--- src/rtl/vramp_pkg.sv ---
package vramp_pkg;

  // Strobes from the phase control to the ramp datapath
  typedef struct packed {
    logic loadStart;
    logic stepRamp;
    logic dischActive;
  } ctlStrobes_t;

  localparam int ADDR_OFS   = 0;
  localparam int ADDR_LINES = 1;
  localparam int ADDR_DVAL  = 2;
  localparam int ADDR_START = 3;
  localparam int ADDR_STEP  = 4;

endpackage

--- src/rtl/vramp_cfg.sv ---
module vramp_cfg #(
  parameter int DATA_W    = 12,
  parameter int LINES_W   = 8,
  parameter int ADDR_W    = 3,
  parameter int DEF_LINES = 7,
  parameter int DEF_DVAL  = 1365,
  parameter int DEF_START = 1365,
  parameter int DEF_STEP  = 4
) (
  input  logic                     clk,
  input  logic                     rstN,
  input  logic                     wrEn,
  input  logic [ADDR_W-1:0]        addr,
  input  logic [DATA_W-1:0]        wrData,
  output logic signed [DATA_W-1:0] ofsVal,
  output logic [LINES_W-1:0]       lineCount,
  output logic [DATA_W-1:0]        dischVal,
  output logic [DATA_W-1:0]        startVal,
  output logic [DATA_W-1:0]        stepVal
);
  import vramp_pkg::*;

  always_ff @(posedge clk or negedge rstN) begin
    if (!rstN) begin
      ofsVal    <= '0;
      lineCount <= LINES_W'(DEF_LINES);
      dischVal  <= DATA_W'(DEF_DVAL);
      startVal  <= DATA_W'(DEF_START);
      stepVal   <= DATA_W'(DEF_STEP);
    end else if (wrEn) begin
      case (int'(addr))
        ADDR_OFS:   ofsVal    <= $signed(wrData);
        ADDR_LINES: lineCount <= wrData[LINES_W-1:0];
        ADDR_DVAL:  dischVal  <= wrData;
        ADDR_START: startVal  <= wrData;
        ADDR_STEP:  stepVal   <= wrData;
        default: ;
      endcase
    end
  end

endmodule

--- src/rtl/vramp_ctl.sv ---
module vramp_ctl #(
  parameter int LINES_W   = 8,
  parameter int DEF_LINES = 7
) (
  input  logic                       clk,
  input  logic                       rstN,
  input  logic                       lineStb,
  input  logic                       vsyncPulse,
  input  logic [LINES_W-1:0]         cfgLines,
  output vramp_pkg::ctlStrobes_t     strobes
);
  import vramp_pkg::*;

  logic               dischQ, dischD;
  logic [LINES_W-1:0] leftQ, leftD;

  always_comb begin
    dischD            = dischQ;
    leftD             = leftQ;
    strobes.loadStart = 1'b0;
    strobes.stepRamp  = 1'b0;
    if (vsyncPulse) begin
      // Sync wins over a coincident line strobe
      if (cfgLines != '0) begin
        dischD = 1'b1;
        leftD  = cfgLines;
      end else begin
        dischD            = 1'b0;
        leftD             = '0;
        strobes.loadStart = 1'b1;
      end
    end else if (lineStb) begin
      if (dischQ) begin
        if (leftQ <= LINES_W'(1)) begin
          dischD            = 1'b0;
          leftD             = '0;
          strobes.loadStart = 1'b1;
        end else begin
          leftD = leftQ - LINES_W'(1);
        end
      end else begin
        strobes.stepRamp = 1'b1;
      end
    end
    strobes.dischActive = dischQ;
  end

  always_ff @(posedge clk or negedge rstN) begin
    if (!rstN) begin
      dischQ <= (DEF_LINES != 0);
      leftQ  <= LINES_W'(DEF_LINES);
    end else begin
      dischQ <= dischD;
      leftQ  <= leftD;
    end
  end

  // an active discharge always has lines remaining
  p_lines_left_r3: assert property (@(posedge clk) disable iff (!rstN)
    dischQ |-> (leftQ != '0));

  // discharge ends only on a line strobe or a sync
  p_disch_exit_r3: assert property (@(posedge clk) disable iff (!rstN)
    $fell(dischQ) |-> ($past(lineStb) || $past(vsyncPulse)));

  // sync with a non-zero count enters discharge with that count
  p_vsync_discharge_r2: assert property (@(posedge clk) disable iff (!rstN)
    (vsyncPulse && cfgLines != '0) |=> (dischQ && leftQ == $past(cfgLines)));

  // sync with zero count skips discharge
  p_zero_count_r8: assert property (@(posedge clk) disable iff (!rstN)
    (vsyncPulse && cfgLines == '0) |=> !dischQ);

endmodule

--- src/rtl/vramp_dp.sv ---
module vramp_dp #(
  parameter int DATA_W    = 12,
  parameter int DEF_START = 1365
) (
  input  logic                     clk,
  input  logic                     rstN,
  input  vramp_pkg::ctlStrobes_t   strobes,
  input  logic                     fieldOdd,
  input  logic signed [DATA_W-1:0] ofsVal,
  input  logic [DATA_W-1:0]        dischVal,
  input  logic [DATA_W-1:0]        startVal,
  input  logic [DATA_W-1:0]        stepVal,
  output logic [DATA_W-1:0]        sawCode,
  output logic                     lowImpedance
);
  import vramp_pkg::*;

  localparam int SUM_W = DATA_W + 2;
  localparam logic [DATA_W-1:0] FULL = {DATA_W{1'b1}};

  logic [DATA_W-1:0]       rampQ;
  logic [DATA_W:0]         stepSum;
  logic signed [SUM_W-1:0] ofsSum;
  logic signed [SUM_W-1:0] ofsExt;
  logic [DATA_W-1:0]       fieldCode;

  // Ramp step with saturation at full scale
  assign stepSum = {1'b0, rampQ} + {1'b0, stepVal};

  always_ff @(posedge clk or negedge rstN) begin
    if (!rstN) begin
      rampQ <= DATA_W'(DEF_START);
    end else if (strobes.loadStart) begin
      rampQ <= startVal;
    end else if (strobes.stepRamp) begin
      rampQ <= stepSum[DATA_W] ? FULL : stepSum[DATA_W-1:0];
    end
  end

  // Field offset, clamped to the code range
  always_comb begin
    ofsExt = fieldOdd ? SUM_W'(ofsVal) : '0;
    ofsSum = $signed({2'b00, rampQ}) + ofsExt;
    if (ofsSum < 0)
      fieldCode = '0;
    else if (ofsSum > $signed({2'b00, FULL}))
      fieldCode = FULL;
    else
      fieldCode = ofsSum[DATA_W-1:0];
  end

  assign sawCode      = strobes.dischActive ? dischVal : fieldCode;
  assign lowImpedance = strobes.dischActive;

  // stepping never lowers the ramp
  p_ramp_rises_r5: assert property (@(posedge clk) disable iff (!rstN)
    strobes.stepRamp |=> (rampQ >= $past(rampQ)));

  // non-negative offset never pulls the output below the ramp
  p_no_wrap_r7: assert property (@(posedge clk) disable iff (!rstN)
    (!strobes.dischActive && fieldOdd && !ofsVal[DATA_W-1]) |-> (sawCode >= rampQ));

endmodule

--- src/rtl/vert_ramp_gen.sv ---
module vert_ramp_gen #(
  parameter int DATA_W    = 12,
  parameter int LINES_W   = 8,
  parameter int ADDR_W    = 3,
  parameter int DEF_LINES = 7,
  parameter int DEF_DVAL  = 1365,
  parameter int DEF_START = 1365,
  parameter int DEF_STEP  = 4
) (
  input  logic              clk,
  input  logic              rstN,
  input  logic              lineStb,
  input  logic              vsyncPulse,
  input  logic              fieldOdd,
  input  logic              cfgWrEn,
  input  logic [ADDR_W-1:0] cfgAddr,
  input  logic [DATA_W-1:0] cfgWrData,
  output logic [DATA_W-1:0] sawCode,
  output logic              lowImpedance
);
  import vramp_pkg::*;

  logic signed [DATA_W-1:0] ofsVal;
  logic [LINES_W-1:0]       lineCount;
  logic [DATA_W-1:0]        dischVal, startVal, stepVal;
  ctlStrobes_t              strobes;

  vramp_cfg #(
    .DATA_W(DATA_W), .LINES_W(LINES_W), .ADDR_W(ADDR_W),
    .DEF_LINES(DEF_LINES), .DEF_DVAL(DEF_DVAL),
    .DEF_START(DEF_START), .DEF_STEP(DEF_STEP)
  ) i_cfg (
    .clk(clk), .rstN(rstN), .wrEn(cfgWrEn), .addr(cfgAddr), .wrData(cfgWrData),
    .ofsVal(ofsVal), .lineCount(lineCount), .dischVal(dischVal),
    .startVal(startVal), .stepVal(stepVal)
  );

  vramp_ctl #(.LINES_W(LINES_W), .DEF_LINES(DEF_LINES)) i_ctl (
    .clk(clk), .rstN(rstN), .lineStb(lineStb), .vsyncPulse(vsyncPulse),
    .cfgLines(lineCount), .strobes(strobes)
  );

  vramp_dp #(.DATA_W(DATA_W), .DEF_START(DEF_START)) i_dp (
    .clk(clk), .rstN(rstN), .strobes(strobes), .fieldOdd(fieldOdd),
    .ofsVal(ofsVal), .dischVal(dischVal), .startVal(startVal), .stepVal(stepVal),
    .sawCode(sawCode), .lowImpedance(lowImpedance)
  );

endmodule

--- config.mk ---
export PLATFORM = sky130hd
export DESIGN_NAME = vert_ramp_gen
export DESIGN_NICKNAME = d
export VERILOG_FILES = /design/src/rtl/vramp_pkg.sv /design/src/rtl/vramp_cfg.sv /design/src/rtl/vramp_ctl.sv /design/src/rtl/vramp_dp.sv /design/src/rtl/vert_ramp_gen.sv
export SDC_FILE = /design/constraint.sdc
export NUM_CORES = 1
export LEC_CHECK = 0
export ABC_AREA = 1
export BUFFER_PORTS_ARGS = -buffer_cell sky130_fd_sc_hd__buf_2
export CORE_UTILIZATION = 35
export DETAILED_ROUTE_END_ITERATION = 12
export HOLD_SLACK_MARGIN = 0.15
export PLACE_DENSITY_LB_ADDON = 0.05
export REMOVE_ABC_BUFFERS = 1
export SYNTH_ARGS = -nofsm -noshare
export SYNTH_HDL_FRONTEND = slang
export SYNTH_SLANG_ARGS = --single-unit
--- constraint.sdc ---
create_clock -name clk -period 8.4 [get_ports clk]
set_input_delay 1.68 -clock clk [delete_from_list [all_inputs] [get_ports clk]]
set_output_delay 1.68 -clock clk [all_outputs]
set_load 0.05 [all_outputs]
==> metrics.md <==
| Metric | Value |
|---|---|
| Wire per inst | 14.3 um |
| Critical Path Sink Type | output pin |
| Post-CTS sizing | 0 |
| Yosys reg bits | 77 |
| Final Cell Area | 5490 um^2 |
| First-pass DRT Iterations | 5 |
| Core Area | 13,500 um^2 |
| Switch Pwr | about 0.77 mW |
| Final Max Tran Viols | 0 |
| Placement Setup Slack | around 2.9 ns |
| Synthesized area per cell | between 7 and 8 um^2 |
| Layout cells sized above 1 | roughly an eighth |
| Initial antenna violation count | 0 |
| Ys async rst share | 100% |
| Chip height | about 120 um |
| GP Congestion | roughly 0.82 |
| Nets | between 700 and 800 |
| Die ar. | approximately 15,000 um^2 |
| Post-route DRC | 0 |
| Rows | 42 |
| Fin util | approximately 41% |
| Crit path largest cell delay | around 0.43 ns |
| Hold Crit Class | reg2reg |
| Max Freq | ~180 MHz |
| Crit path max-delay family | buffers and inverters |
| Slew @ Worst Pin | just over 1 ns |
| Distinct cells, synth | 35 |
| Synthesized netlist cell count | 680 |
| Vias per inst | ~4.8 |
| Global route overflow | 0 |
| Top cells by area, synth | dfrtp_1 26%, nand2_1 18%, dfstp_2 14% |
| Post-CTS Hold Buffers | 0 |
| Most frequent CP cell | nand2_1 |
| Clk slew on worst S/H paths | roughly 0.06 ns |
| Most common cell in the netlist | nand2_1 |
| Minimum period implied by the final worst setup slack | around 5.5 ns |
| IO Port Bufs | 33 |
| Clock sinks | 77 |
| Starting density of the core | 36.5% |
| Root Driver | clkbuf_16 |
| DP HPWL | 9520 um |
| Setup violators final | 0 |
| Critical path arrival | a little under 4 ns |
| Most common library cells after synthesis | 241 x nand2_1, 83 x inv_1, 70 x o21ai_0 |
| GRT Overall Usage | approximately a fifth |
| Startpoint Class | primary input |
| Synth Flop Type | dfrtp_1 |
| Critical path class | in2out |
| Register area share after synthesis | approximately two fifths |
| Largest area contributor in the netlist | dfrtp_1 |
| Initial DRC count | roughly 210 |
| Worst slew margin | between 30 and 40% |
| Antenna viol nets, final | 0 |
| Crit path cell chain | buf_2 > nand2_1 > inv_1 > ha_1 > inv_1 > fa_1 > o21ai_2 > nand3_1 > inv_1 > nor2_1 > nand2_1 > nand2_2 > nand2_1 > nand2_1 > nand2_1 > buf_2 |
| Mapped Area | between 4000 and 5000 um^2 |
| Drt total wl | 12,700 um |
| Switching part of the total | ~44% |
| Fin Clk Skew | approximately 0.0056 ns |
| CTS tree | yes |
| CP max-delay cell | fa_1 |
| Tot Pwr | 1.75 mW |
| LEAKAGE | 2.95 nW |
| Final hold vios | 0 |
| Synth top area share | roughly a quarter |
| Final period util | roughly 66% |
| Maximum level of the CTS H-tree | 3 |
| Layout area overhead | 11.4% |
| Max Cap Viol | 0 |
| Vias in the first global route | 4,272 |
| Maximum root-to-sink buffer count | 2 |
| Bufs and invs on worst path | 5 |
| Diodes inserted | 0 |
| Peak supply drop | 149 uV |
| Post-DP Area | around 5200 um^2 |
| First-pass GRT wire length | about 22,000 um |
| Critical-path maximum fanout | 12 |
| Largest net degree at the start of global routing | around 80 |
| Critical Path RT | 6.72 ns |
| Synth Warn # | 0 |
| Sequential share of power | 33.6% |
| Postcts setup bufs | 0 |
| Setup ws final | between 2 and 3 ns |
| RSZ-0062 raised after global routing | no |
| Via count | between 4,000 and 5,000 |
| Power Dens Cells | between 300 and 400 nW/um^2 |
| Latest clock arrival within the worst-skew pair | 0.35 ns |
| Outcome | finished clean |
| Clock power frac | a little over a fifth |
| Setup TNS | 0 ns |
| EDFF count, synth | 0 |
| CTS buffer count | 9 |
| Logic gate share of total power | approximately 45% |
| Die Width | ~120 um |
| Int Pwr | just under 1 mW |
| Ports | 34 |
[power by group through the flow]
| stage | Clock, mW | Sequential (mW) | Combinational, mW |
|---|---|---|---|
| global placement | 0 | 0.590 | 0.789 |
| finish | 0.372 | 0.589 | 0.793 |
| global route | 0.400 | 0.602 | 0.917 |
| detailed placement | 0 | 0.593 | 0.795 |
| floorplan | 0 | 0.558 | 0.624 |
| CTS | 0.385 | 0.587 | 0.799 |
[per-layer routing]
metal,vias up,GRT usage (%),wire length (um)
li1,2222,-,-
met1,1961,27.7,6750
met2,60,29.3,5390
met3,15,3.77,390
met4,0,6.25,156
met5,-,0,0
[layout make-up]
class	count	area [um^2]
fillers	1438	8020
well taps	176	220
clock buffers	11	243
flip-flops and latches	77	1960
clock inverters	5	35.0
inverters	87	327
multi-input cells	498	2530
repair buffers	33	168
[worst register-to-register path, cell delays in order, from the launching register on]
cell	delay [ns]
dfstp_2	0.56
inv_1	0.07
ha_1	0.25
o21ai_1	0.22
o21ai_2	0.10
nand3_2	0.41
nand2_1	0.54
inv_2	0.41
nand2_1	0.10
nand2_1	0.08
[stage by stage]
stage          hold slack [ns]  cells
5_1_grt                  0.496    887
6_report                 0.475    887
2_1_floorplan            0.446    662
3_5_place_dp             0.466    871
4_1_cts                  0.482    887
3_3_place_gp             0.461    871
[registers in the layout (all words and copies together), names as in the netlist]
signal / flops
i_dp.rampQ: 12
i_cfg.lineCount: 8
i_cfg.stepVal: 12
i_ctl.dischQ: 1
i_cfg.ofsVal: 12
i_cfg.dischVal: 12
i_ctl.leftQ: 8
i_cfg.startVal: 12
[kinds of logic after synthesis]
logic type	Yosys count	share of synthesized area, %
AND/OR/NAND/NOR	348	29.3
XOR/XNOR	16	2.85
AO/OA/AOI/OAI	105	11.6
adder cells (fa/ha/maj)	29	7.67
buffers and inverters	105	8.74
flip-flops	77	39.8
[path summary, 6_finish.rpt]
path	end	slack [ns]	startpoint	cells past startpoint
max in group asynchronous	i_cfg.ofsVal[7]$_DFFE_PN0P_	6.25	rstN	1
min reg2reg	i_cfg.startVal[3]$_DFFE_PN0P_	0.48	i_cfg.startVal[3]$_DFFE_PN0P_	2
min	i_cfg.startVal[3]$_DFFE_PN0P_	0.48	i_cfg.startVal[3]$_DFFE_PN0P_	2
max	sawCode[3]	2.87	fieldOdd	16
max reg2reg	i_dp.rampQ[3]$_DFFE_PN0P_	5.61	i_ctl.leftQ[0]$_DFFE_PN1P_	9
min in group asynchronous	i_dp.rampQ[5]$_DFFE_PN0P_	1.51	rstN	1
[placed cells by master, fill, tap and decap left out, types with 4 or more instances in the layout]
cell type / synthesis / final
a21oi_1: 16 / 16
clkbuf_16: 0 / 9
o221ai_1: 4 / 4
o21ai_1: 4 / 4
dfrtp_1: 51 / 51
xor2_1: 8 / 8
o21ai_2: 5 / 5
xnor2_1: 8 / 8
nor2_1: 35 / 35
ha_1: 27 / 27
or2_2: 4 / 4
nand2_1: 241 / 241
nand3_1: 43 / 43
dfstp_2: 26 / 26
or2_0: 4 / 4
buf_2: 2 / 32
o21ai_0: 70 / 70
nand4_1: 8 / 8
inv_1: 83 / 83
Power figures use the tool's default switching activity.
